===== src/rtl/ddrinj_pkg.sv =====
package ddrinj_pkg;

    localparam int REG_AW       = 7;
    localparam int OFS_W        = 5;
    localparam int PHASE_STRIDE = 1 << OFS_W;

    localparam logic [OFS_W-1:0] OFS_CMD   = 5'd0;
    localparam logic [OFS_W-1:0] OFS_ISSUE = 5'd1;
    localparam logic [OFS_W-1:0] OFS_AHI   = 5'd2;
    localparam logic [OFS_W-1:0] OFS_ALO   = 5'd3;
    localparam logic [OFS_W-1:0] OFS_BANK  = 5'd4;
    localparam int               OFS_WD    = 8;
    localparam int               OFS_RD    = 16;

    localparam logic [REG_AW-1:0] CTRL_ADDR = '0;
    localparam int CTRL_SEL_BIT = 0;
    localparam int CTRL_CKE_BIT = 1;

    typedef struct packed {
        logic rddata;
        logic wrdata;
        logic ras;
        logic cas;
        logic we;
        logic cs;
    } inj_cmd_t;

    typedef struct packed {
        logic cs_n;
        logic ras_n;
        logic cas_n;
        logic we_n;
        logic wr_en;
        logic rd_en;
    } pin_set_t;

    localparam pin_set_t PINS_IDLE = '{cs_n: 1'b1, ras_n: 1'b1, cas_n: 1'b1,
                                       we_n: 1'b1, wr_en: 1'b0, rd_en: 1'b0};

    function automatic logic [REG_AW-1:0] phase_base(input int p);
        return REG_AW'((p + 1) * PHASE_STRIDE);
    endfunction

    function automatic pin_set_t drive_pins(input inj_cmd_t c, input logic fire);
        pin_set_t s;
        s.cs_n  = !(fire && c.cs);
        s.ras_n = !(fire && c.ras);
        s.cas_n = !(fire && c.cas);
        s.we_n  = !(fire && c.we);
        s.wr_en = fire && c.wrdata;
        s.rd_en = fire && c.rddata;
        return s;
    endfunction

endpackage


===== src/rtl/ddrinj_ctrl.sv =====
module ddrinj_ctrl
    import ddrinj_pkg::*;
(
    input  logic              clk,
    input  logic              rst,
    input  logic              reg_we,
    input  logic [REG_AW-1:0] reg_addr,
    input  logic [7:0]        reg_wdata,
    output logic              sel,
    output logic              cke
);
    always_ff @(posedge clk) begin
        if (rst) begin
            sel <= 1'b0;
            cke <= 1'b0;
        end else if (reg_we && reg_addr == CTRL_ADDR) begin
            sel <= reg_wdata[CTRL_SEL_BIT];
            cke <= reg_wdata[CTRL_CKE_BIT];
        end
    end
endmodule


===== src/rtl/ddrinj_phase.sv =====
module ddrinj_phase
    import ddrinj_pkg::*;
#(
    parameter int PHASE  = 0,
    parameter int ADDR_W = 16,
    parameter int BANK_W = 3,
    parameter int NBYTES = 8,
    localparam int DW    = NBYTES * 8,
    localparam int HI_W  = ADDR_W - 8
) (
    input  logic              clk,
    input  logic              rst,
    input  logic              reg_we,
    input  logic [REG_AW-1:0] reg_addr,
    input  logic [7:0]        reg_wdata,
    input  logic [REG_AW-1:0] reg_raddr,
    input  logic              sel,
    input  logic [DW-1:0]     phy_rddata,
    input  logic              phy_rddata_valid,
    output logic [ADDR_W-1:0] sw_addr,
    output logic [BANK_W-1:0] sw_bank,
    output logic [DW-1:0]     sw_wrdata,
    output pin_set_t          sw_pins,
    output logic [7:0]        rd_byte
);
    localparam logic [REG_AW-1:0] BASE = phase_base(PHASE);

    inj_cmd_t                cmd_q;
    logic [HI_W-1:0]         ahi_q;
    logic [7:0]              alo_q;
    logic [BANK_W-1:0]       bank_q;
    logic [NBYTES-1:0][7:0]  wd_q;
    logic [NBYTES-1:0][7:0]  rd_q;
    logic                    pulse_q;
    logic                    pend_q;

    logic             wr_hit;
    logic             rd_hit;
    logic [OFS_W-1:0] wofs;
    logic [OFS_W-1:0] rofs;

    assign wr_hit = reg_we && (reg_addr[REG_AW-1:OFS_W] == BASE[REG_AW-1:OFS_W]);
    assign rd_hit = (reg_raddr[REG_AW-1:OFS_W] == BASE[REG_AW-1:OFS_W]);
    assign wofs   = reg_addr[OFS_W-1:0];
    assign rofs   = reg_raddr[OFS_W-1:0];

    always_ff @(posedge clk) begin
        if (rst) begin
            cmd_q   <= '0;
            ahi_q   <= '0;
            alo_q   <= '0;
            bank_q  <= '0;
            wd_q    <= '0;
            rd_q    <= '0;
            pulse_q <= 1'b0;
            pend_q  <= 1'b0;
        end else begin
            if (wr_hit) begin
                case (wofs)
                    OFS_CMD:  cmd_q  <= inj_cmd_t'(reg_wdata[5:0]);
                    OFS_AHI:  ahi_q  <= reg_wdata[HI_W-1:0];
                    OFS_ALO:  alo_q  <= reg_wdata;
                    OFS_BANK: bank_q <= reg_wdata[BANK_W-1:0];
                    default:  ;
                endcase
            end
            for (int i = 0; i < NBYTES; i++) begin
                if (wr_hit && int'(wofs) == OFS_WD + i) wd_q[i] <= reg_wdata;
            end
            pulse_q <= wr_hit && (wofs == OFS_ISSUE) && !sel;
            if (pend_q && phy_rddata_valid) begin
                rd_q   <= phy_rddata;
                pend_q <= 1'b0;
            end
            if (pulse_q && cmd_q.rddata) pend_q <= 1'b1;
        end
    end

    assign sw_addr   = {ahi_q, alo_q};
    assign sw_bank   = bank_q;
    assign sw_wrdata = wd_q;
    assign sw_pins   = drive_pins(cmd_q, pulse_q);

    always_comb begin
        rd_byte = '0;
        if (rd_hit) begin
            case (rofs)
                OFS_CMD:  rd_byte = 8'(cmd_q);
                OFS_AHI:  rd_byte = 8'(ahi_q);
                OFS_ALO:  rd_byte = alo_q;
                OFS_BANK: rd_byte = 8'(bank_q);
                default:  ;
            endcase
            for (int i = 0; i < NBYTES; i++) begin
                if (int'(rofs) == OFS_WD + i) rd_byte = wd_q[i];
                if (int'(rofs) == OFS_RD + i) rd_byte = rd_q[i];
            end
        end
    end
endmodule


===== src/rtl/ddrinj_mux.sv =====
module ddrinj_mux
    import ddrinj_pkg::*;
#(
    parameter int NPHASES = 2,
    parameter int ADDR_W  = 16,
    parameter int BANK_W  = 3,
    parameter int DW      = 64
) (
    input  logic                           sel,
    input  logic [NPHASES-1:0][ADDR_W-1:0] ctl_addr,
    input  logic [NPHASES-1:0][BANK_W-1:0] ctl_bank,
    input  pin_set_t [NPHASES-1:0]         ctl_pins,
    input  logic [NPHASES-1:0][DW-1:0]     ctl_wrdata,
    input  logic [NPHASES-1:0][ADDR_W-1:0] sw_addr,
    input  logic [NPHASES-1:0][BANK_W-1:0] sw_bank,
    input  pin_set_t [NPHASES-1:0]         sw_pins,
    input  logic [NPHASES-1:0][DW-1:0]     sw_wrdata,
    output logic [NPHASES-1:0][ADDR_W-1:0] phy_addr,
    output logic [NPHASES-1:0][BANK_W-1:0] phy_bank,
    output pin_set_t [NPHASES-1:0]         phy_pins,
    output logic [NPHASES-1:0][DW-1:0]     phy_wrdata
);
    for (genvar p = 0; p < NPHASES; p++) begin : g_sel
        assign phy_addr[p]   = sel ? ctl_addr[p]   : sw_addr[p];
        assign phy_bank[p]   = sel ? ctl_bank[p]   : sw_bank[p];
        assign phy_pins[p]   = sel ? ctl_pins[p]   : sw_pins[p];
        assign phy_wrdata[p] = sel ? ctl_wrdata[p] : sw_wrdata[p];
    end
endmodule


===== src/rtl/ddr_cmd_injector.sv =====
module ddr_cmd_injector
    import ddrinj_pkg::*;
#(
    parameter int NPHASES = 2,
    parameter int ADDR_W  = 16,
    parameter int BANK_W  = 3,
    parameter int NBYTES  = 8,
    localparam int DW     = NBYTES * 8
) (
    input  logic                           clk,
    input  logic                           rst,
    input  logic                           reg_we,
    input  logic [REG_AW-1:0]              reg_addr,
    input  logic [7:0]                     reg_wdata,
    input  logic [REG_AW-1:0]              reg_raddr,
    output logic [7:0]                     reg_rdata,
    input  logic [NPHASES-1:0][ADDR_W-1:0] ctl_addr,
    input  logic [NPHASES-1:0][BANK_W-1:0] ctl_bank,
    input  logic [NPHASES-1:0]             ctl_cs_n,
    input  logic [NPHASES-1:0]             ctl_ras_n,
    input  logic [NPHASES-1:0]             ctl_cas_n,
    input  logic [NPHASES-1:0]             ctl_we_n,
    input  logic [NPHASES-1:0]             ctl_wrdata_en,
    input  logic [NPHASES-1:0][DW-1:0]     ctl_wrdata,
    input  logic [NPHASES-1:0]             ctl_rddata_en,
    output logic [NPHASES-1:0][DW-1:0]     ctl_rddata,
    output logic [NPHASES-1:0]             ctl_rddata_valid,
    output logic                           phy_cke,
    output logic [NPHASES-1:0][ADDR_W-1:0] phy_addr,
    output logic [NPHASES-1:0][BANK_W-1:0] phy_bank,
    output logic [NPHASES-1:0]             phy_cs_n,
    output logic [NPHASES-1:0]             phy_ras_n,
    output logic [NPHASES-1:0]             phy_cas_n,
    output logic [NPHASES-1:0]             phy_we_n,
    output logic [NPHASES-1:0]             phy_wrdata_en,
    output logic [NPHASES-1:0][DW-1:0]     phy_wrdata,
    output logic [NPHASES-1:0]             phy_rddata_en,
    input  logic [NPHASES-1:0][DW-1:0]     phy_rddata,
    input  logic [NPHASES-1:0]             phy_rddata_valid
);
    logic sel_w;
    logic cke_w;

    logic [NPHASES-1:0][ADDR_W-1:0] sw_addr;
    logic [NPHASES-1:0][BANK_W-1:0] sw_bank;
    logic [NPHASES-1:0][DW-1:0]     sw_wrdata;
    pin_set_t [NPHASES-1:0]         sw_pins;
    pin_set_t [NPHASES-1:0]         ctl_pins;
    pin_set_t [NPHASES-1:0]         phy_pins;
    logic [NPHASES-1:0][7:0]        ph_rd;

    ddrinj_ctrl u_ctrl (
        .clk       (clk),
        .rst       (rst),
        .reg_we    (reg_we),
        .reg_addr  (reg_addr),
        .reg_wdata (reg_wdata),
        .sel       (sel_w),
        .cke       (cke_w)
    );

    for (genvar p = 0; p < NPHASES; p++) begin : g_ph
        ddrinj_phase #(
            .PHASE  (p),
            .ADDR_W (ADDR_W),
            .BANK_W (BANK_W),
            .NBYTES (NBYTES)
        ) u_ph (
            .clk              (clk),
            .rst              (rst),
            .reg_we           (reg_we),
            .reg_addr         (reg_addr),
            .reg_wdata        (reg_wdata),
            .reg_raddr        (reg_raddr),
            .sel              (sel_w),
            .phy_rddata       (phy_rddata[p]),
            .phy_rddata_valid (phy_rddata_valid[p]),
            .sw_addr          (sw_addr[p]),
            .sw_bank          (sw_bank[p]),
            .sw_wrdata        (sw_wrdata[p]),
            .sw_pins          (sw_pins[p]),
            .rd_byte          (ph_rd[p])
        );

        assign ctl_pins[p] = '{cs_n: ctl_cs_n[p], ras_n: ctl_ras_n[p],
                               cas_n: ctl_cas_n[p], we_n: ctl_we_n[p],
                               wr_en: ctl_wrdata_en[p], rd_en: ctl_rddata_en[p]};

        assign phy_cs_n[p]      = phy_pins[p].cs_n;
        assign phy_ras_n[p]     = phy_pins[p].ras_n;
        assign phy_cas_n[p]     = phy_pins[p].cas_n;
        assign phy_we_n[p]      = phy_pins[p].we_n;
        assign phy_wrdata_en[p] = phy_pins[p].wr_en;
        assign phy_rddata_en[p] = phy_pins[p].rd_en;
    end

    ddrinj_mux #(
        .NPHASES (NPHASES),
        .ADDR_W  (ADDR_W),
        .BANK_W  (BANK_W),
        .DW      (DW)
    ) u_mux (
        .sel        (sel_w),
        .ctl_addr   (ctl_addr),
        .ctl_bank   (ctl_bank),
        .ctl_pins   (ctl_pins),
        .ctl_wrdata (ctl_wrdata),
        .sw_addr    (sw_addr),
        .sw_bank    (sw_bank),
        .sw_pins    (sw_pins),
        .sw_wrdata  (sw_wrdata),
        .phy_addr   (phy_addr),
        .phy_bank   (phy_bank),
        .phy_pins   (phy_pins),
        .phy_wrdata (phy_wrdata)
    );

    assign phy_cke          = cke_w;
    assign ctl_rddata       = phy_rddata;
    assign ctl_rddata_valid = sel_w ? phy_rddata_valid : '0;

    always_comb begin
        reg_rdata = '0;
        if (reg_raddr == CTRL_ADDR) begin
            reg_rdata[CTRL_SEL_BIT] = sel_w;
            reg_rdata[CTRL_CKE_BIT] = cke_w;
        end
        for (int p = 0; p < NPHASES; p++) reg_rdata = reg_rdata | ph_rd[p];
    end
endmodule


===== config.mk =====
export PLATFORM = sky130hd
export DESIGN_NAME = ddr_cmd_injector
export DESIGN_NICKNAME = d
export VERILOG_FILES = /design/src/rtl/ddrinj_pkg.sv /design/src/rtl/ddrinj_ctrl.sv /design/src/rtl/ddrinj_phase.sv /design/src/rtl/ddrinj_mux.sv /design/src/rtl/ddr_cmd_injector.sv
export SDC_FILE = /design/constraint.sdc
export NUM_CORES = 1
export LEC_CHECK = 0
export ABC_CLOCK_PERIOD_IN_PS = 3970
export CORE_AREA = 5 5 249 251
export CTS_BUF_LIST = sky130_fd_sc_hd__clkbuf_4 sky130_fd_sc_hd__clkbuf_8
export CTS_CLUSTER_SIZE = 28
export DETAILED_ROUTE_END_ITERATION = 6
export DIE_AREA = 0 0 254 256
export SLEW_MARGIN = 25
export SYNTH_ARGS = -nofsm -noshare
export SYNTH_HDL_FRONTEND = slang
export SYNTH_SLANG_ARGS = --single-unit

===== constraint.sdc =====
create_clock -name clk -period 3.97 [get_ports clk]
set_input_delay 0.397 -clock clk [delete_from_list [all_inputs] [get_ports clk]]
set_output_delay 0.397 -clock clk [all_outputs]
set_load 0.02 [all_outputs]

Yosys cells after proc, flatten, opt, wreduce, memory -nomap -nowiden
Index checks and enable logic that the tools add are counted.
{ "classes": {"mux": 50, "n_bitwise": 2, "n_reduce_logical": 60, "eq_ne": 35} }
{ "op_table": {"columns": ["cell", "count"], "rows": [
  ["8-bit two-way mux", 34],
  ["64-bit two-way mux", 2],
  ["5-bit == test (second input constant)", 24],
  ["8-bit one-hot mux with 4 select lines", 2],
  ["1-bit logical AND", 37],
  ["16-bit two-way mux", 2],
  ["5-bit by 2-bit == test with 1-bit output (second input constant)", 4],
  ["2-bit AND reduction", 8],
  ["7-bit zero test", 2],
  ["6-bit two-way mux", 2],
  ["5-bit by 3-bit == test with 1-bit output (second input constant)", 2],
  ["5-bit zero test", 2],
  ["1-bit zero test", 9],
  ["2-bit by 8-bit OR with 8-bit output", 1],
  ["8-bit OR", 1],
  ["3-bit two-way mux", 2],
  ["5-bit by 1-bit == test with 1-bit output (second input constant)", 1],
  ["2-bit by 1-bit == test with 1-bit output (second input constant)", 2],
  ["2-bit == test (second input constant)", 2],
  ["1-bit two-way mux", 4],
  ["2-bit two-way mux", 2],
  ["2-bit nonzero test", 2]
]} }
{ "word_totals": {"register_bits": 312, "word_cells": 203, "in_bits": 333, "out_inout_bits": 317} }

Logic depth before layout (Yosys ltp)
{ "depth": {"word_depth": 21, "ltp_mapped": 9, "mapped_depth_nobuf": 6} }

Modules after synthesis
Synthesis repeated with hierarchy kept, for this count alone.
{ "hier_totals": {"cells_unflattened": 2213, "hier_area_um2": 18831.8} }
{ "by_module_without_submodules": {"columns": ["mod", "cells_per_inst", "area_per_inst_um2", "seq_area_each_um2", "instances"], "rows": [
  ["ddrinj_phase", 932, 7548.5, 3103.0, 2],
  ["ddrinj_mux", 198, 2577.5, 0.0, 1],
  ["ddr_cmd_injector", 140, 1051.0, 0.0, 1],
  ["ddrinj_ctrl", 11, 106.4, 40.0, 1]
]} }

Worst setup path before layout
OpenSTA, ideal clock, no wires.
{ "synth_timing": {"path_type": "input-to-output", "start": "in reg_raddr[3]", "end": "out reg_rdata[2]", "path_buffers": 3, "stages": 9, "setup_slack_ps": 1308, "t_required_ps": 3573, "t_arrival_ps": 2265, "path_cell_list": "buf_6 or3b_2 buf_2 nor2_1 buf_2 a22oi_1 nand4_1 a211oi_1 o32ai_1"} }
{ "synth_between": {"elab_chain_cells": 21, "elab_cells_between_ends": 58, "classes_between": "19 x eq/ne; 36 x mux; 2 x bitwise; 1 x reduce/logical"} }
{ "synth_lines": {"columns": ["item", "line_no", "text"], "rows": [
  ["start, declared", "ddr_cmd_injector.sv:15", "input logic [REG_AW-1:0] reg_raddr,"],
  ["5-bit by 3-bit == test with 1-bit output (tied with other cells)", "ddrinj_phase.sv:87", "case (rofs)"],
  ["8-bit one-hot mux with 4 select lines", "ddrinj_phase.sv:87", null],
  ["8-bit two-way mux", "ddrinj_phase.sv:95", "if (int'(rofs) == OFS_WD + i) rd_byte = wd_q[i];"],
  ["8-bit two-way mux", "ddrinj_phase.sv:96", "if (int'(rofs) == OFS_RD + i) rd_byte = rd_q[i];"],
  ["8-bit two-way mux", "ddrinj_phase.sv:95", null],
  ["8-bit two-way mux", "ddrinj_phase.sv:96", null],
  ["8-bit two-way mux", "ddrinj_phase.sv:95", null],
  ["8-bit two-way mux", "ddrinj_phase.sv:96", null],
  ["(+5 left out)", null, null],
  ["8-bit two-way mux", "ddrinj_phase.sv:96", null],
  ["8-bit two-way mux", "ddrinj_phase.sv:95", null],
  ["8-bit two-way mux", "ddrinj_phase.sv:96", null],
  ["8-bit two-way mux", "ddrinj_phase.sv:95", null],
  ["8-bit two-way mux", "ddrinj_phase.sv:96", null],
  ["8-bit two-way mux", "ddrinj_phase.sv:86", "if (rd_hit) begin"],
  ["2-bit by 8-bit OR with 8-bit output", "ddr_cmd_injector.sv:128", "for (int p = 0; p < NPHASES; p++) reg_rdata = reg_rdata | ph_rd[p];"],
  ["8-bit OR *", "ddr_cmd_injector.sv:128", null],
  ["end, declared", "ddr_cmd_injector.sv:16", "output logic [7:0] reg_rdata,"]
]} }
Mark *: on every way between the ends. The rest lies on a longest branch, timed or not.

Final worst setup path
{ "layout_timing": {"start": "in reg_raddr[3]", "end": "out reg_rdata[0]"} }
The elaborated chain is that of the path after synthesis.

==> impl_metrics.yaml <==
pwr:
  combPwrFrac_pct: 14.8
  seq_power_share_pct: 42.5
  irDropWorstVdd_uv: 217
  power_density_nw_per_um2: 293
  power_switching_mw: 1.92
  leakage_nw: 9.28
  swShare_pct: 26.0
  power_frac_clock_pct: 42.7
  internal-power_mw: 5.46
worst_setup_path:
  reg2reg_from: "g_ph[0].u_ph.pend_q$_SDFFE_PP0P_"
  end_kind: "output pin"
  worst_path_max_delay_cell: "nor4_1"
  reg2reg_slack_ns: 2.31
  crit_buf_inv: 3
  cp_max_fo: 36
  arrival_ns: 3.54
  crit_type: "input pin to output pin"
  crit_end: "reg_rdata[0]"
  worstSetupPathDepth: 9
  crit_chain: "clkdlybuf4s50_1 -> buf_12 -> or3b_2 -> nor2_1 -> a221o_1 -> nor4_1 -> o21ai_1 -> a211o_1 -> buf_4"
  crit_family: "simple AND/OR/NAND/NOR gates"
  cp_data_required_time_ns: 3.57
  worst_r2r_endpoint: "g_ph[0].u_ph.rd_q[55]$_SDFFE_PP0P_"
  slowest_delay_ns: 0.67
  start_kind: "input pin"
  worstSetupStartpoint: "reg_raddr[3]"
  reg2reg_depth: 4
logic_synthesis:
  synth.cell_area_um2: 17300
  syn_nets: 2402
  ys_types: 70
  yosys-top-cells-area: "dfxtp_1 36%, mux2_2 12%, mux2i_1 9.9%"
  synth_edf_count: 0
  ys_seq_elements: 312
  synthArstFlopShare_pct: 0
  yosys_warnings: 0
  synth.avg_cell_area_um2: 8.37
  synth_ff_type: "dfxtp_1"
  synth_top_area_cell: "dfxtp_1"
  synth_top_area_share_pct: 36.1
  synth_cells: 2069
  ys_seq_area_share_pct: 36.1
global_route:
  grt_pass1_wl_um: 129000
  grt_pass1_vias: 18100
  grt_usage_pct: 26.6
  grt_max_degree: 147
  grt_remaining_overflow: 0
  antenna_found_initial: 2
floorplan:
  core_area_um2: 59700
  die_area_um2: 65000
  ios: 650
  rows: 90
  die_y_um: 256
  initial_core_util_pct: 29.0
  die_w_um: 254
clock_network:
  htreeDepth: 2
  cts_resized: 0
  holdBufCountCts: 0
  post_cts_buffers: 0
  path_clk_slew_ns: 0.06
  cts-buffers-inserted: 53
  clockRootBuffer: "clkbuf_8"
  clock_latency_ns: 0.64
  clock-sinks: 312
  cts_tree: "built"
  cts_max_path_buffers: 3
flow_run:
  drv_cap: 0
detailed_routing:
  ant_nets: 0
  num_vias: 17900
  avgRoutedWirePerCell_um: 27.0
  via_per_inst: 5.24
  drt-pass1-iter-count: 7
  drt_iter0_drc: 1682
  drt_wl_total_um: 92100
  drc: 0
cells_and_area:
  multiInputGateArea_um2: 9450
  area.growth.synth_to_final_pct: 45.3
  fin_nets: 2918
  drive_above_1_share_pct: 16.1
  ff_latch_area_um2: 6250
  final_core_util_pct: 42.2
  fill_cells: 5917
  design_area_um2: 25200
timing:
  period_needed_ns: 3.93
  fin_skew_ns: 0.0145
  drv_slew: 0
  setup_viol: 0
  finalHoldViolations: 0
  relSlewSlack_pct: 39.3
  fmax_mhz: 254
  fin_crit_sh_pct: 99.1
  worst_slew_pin_slew_ns: 0.888
  rsz0062_at_grt: "no"
  fin_setup_tns_ns: 0
place:
  portBuffers: 649
  hpwl_um: 72800
  gp_congestion: 1.00
  post_dp_cell_area_um2: 24000
outcome:
  outcome: "finished clean"
hold_path:
  hp-class: "input pin to flop"
[sequential cells by signal (all words and copies together) (netlist names)]
signal               flops
g_ph.u_ph.rd_q         128
g_ph.u_ph.sw_wrdata    128
g_ph.u_ph.ahi_q         16
g_ph.u_ph.alo_q         16
g_ph.u_ph.cmd_q         12
g_ph.u_ph.sw_bank        6
g_ph.u_ph.pend_q         2
g_ph.u_ph.pulse_q        2
u_ctrl.cke               1
u_ctrl.sel               1
[routing by layer]
layer	vias to the layer above	GRT usage [%]	wire (um)
met5	-	0	0
met4	0	5.06	1520
met3	101	4.83	6090
met2	797	46.6	45500
met1	8762	34.3	38900
li1	8213	-	-
[power groups by stage]
stage | Clock (mW) | Sequential (mW) | Combinational [mW]
finish | 3.15 | 3.14 | 1.09
global route | 3.37 | 3.14 | 1.13
CTS | 3.21 | 3.14 | 1.08
detailed placement | 0 | 3.21 | 1.08
global placement | 0 | 3.21 | 1.08
floorplan | 0 | 3.21 | 0.452
[cell usage after synthesis, types with 5 or more instances]
master	n
and3b_1	5
o221ai_1	8
clkbuf_1	108
buf_1	18
a32oi_1	13
nand3b_1	9
dfxtp_1	312
nand2b_1	8
and3_1	9
a21o_1	6
buf_2	20
a22o_1	12
a31oi_1	14
a211oi_1	6
nand2_1	333
nor4_1	5
a22oi_1	29
a21oi_1	184
nor2_2	17
nor3_1	14
o22ai_1	10
or3_1	6
nand3_1	30
o21ai_0	51
and2_1	9
inv_1	6
mux2i_1	171
buf_4	132
o211ai_1	5
a221oi_1	14
nand4_1	10
mux2_2	180
nor2_1	220
nor2b_1	10
a32o_1	9
[worst register-to-register path: cells and delay by family, from the launching register on]
kind                   cells  cell delay [ns]
AO/OA/AOI/OAI              1             0.12
flip-flops                 1             0.36
buffers and inverters      1             0.34
AND/OR/NAND/NOR            2             0.76
[cell type report]
| class | count | area share [%] |
|---|---|---|
| multi-input cells | 1469 | 37.5 |
| flip-flops and latches | 312 | 24.8 |
| clock inverters | 11 | 0.467 |
| clock buffers | 85 | 4.15 |
| well taps | 782 | 3.89 |
| diodes | 2 | 0.0199 |
| repair buffers | 743 | 29.0 |
| inverters | 6 | 0.0895 |
[worst min-delay path by stage]
stage / start / endpoint / cells after the start
detailed placement: g_ph[0].u_ph.rd_q[35]$_SDFFE_PP0P_ / g_ph[0].u_ph.rd_q[35]$_SDFFE_PP0P_ / 2
CTS: rst / g_ph[0].u_ph.rd_q[3]$_SDFFE_PP0P_ / 2
global route: rst / g_ph[0].u_ph.rd_q[9]$_SDFFE_PP0P_ / 2
floorplan: g_ph[0].u_ph.rd_q[3]$_SDFFE_PP0P_ / g_ph[0].u_ph.rd_q[3]$_SDFFE_PP0P_ / 2
global placement: g_ph[0].u_ph.rd_q[35]$_SDFFE_PP0P_ / g_ph[0].u_ph.rd_q[35]$_SDFFE_PP0P_ / 2
finish: rst / g_ph[0].u_ph.rd_q[9]$_SDFFE_PP0P_ / 2
[cells in the final DEF (no fill, tap or decap), types with 17 or more instances in the layout]
cell and instances:
a21oi_1 184, a22oi_1 29, buf_4 91, clkbuf_4 20, clkbuf_8 65, clkdlybuf4s50_1 636, dfxtp_1 311, mux2_2 180
mux2i_1 171, nand2_1 331, nand3_1 30, nor2_1 220, nor2_2 17, o21ai_0 51
[per-stage QoR]
step / hold slack (ns) / power, mW / cells / setup WS (ns)
after floorplan: 0.432 / 3.66 / 2069 / 1.31
after CTS: 0.0454 / 7.43 / 3408 / 0.0883
after global placement: 0.452 / 4.29 / 3312 / 0.105
final: 0.0895 / 7.38 / 3410 / 0.0361
after detailed placement: 0.455 / 4.29 / 3312 / 0.0971
after global routing: 0.0626 / 7.64 / 3409 / 0.0161
[kinds of logic after synthesis]
group	after synthesis	synth area share [%]
simple gates	716	18.2
compound gates	402	14.7
mux	351	21.6
flops	312	36.1
buf+inv	288	9.42
(Power assumes the default switching activity.)
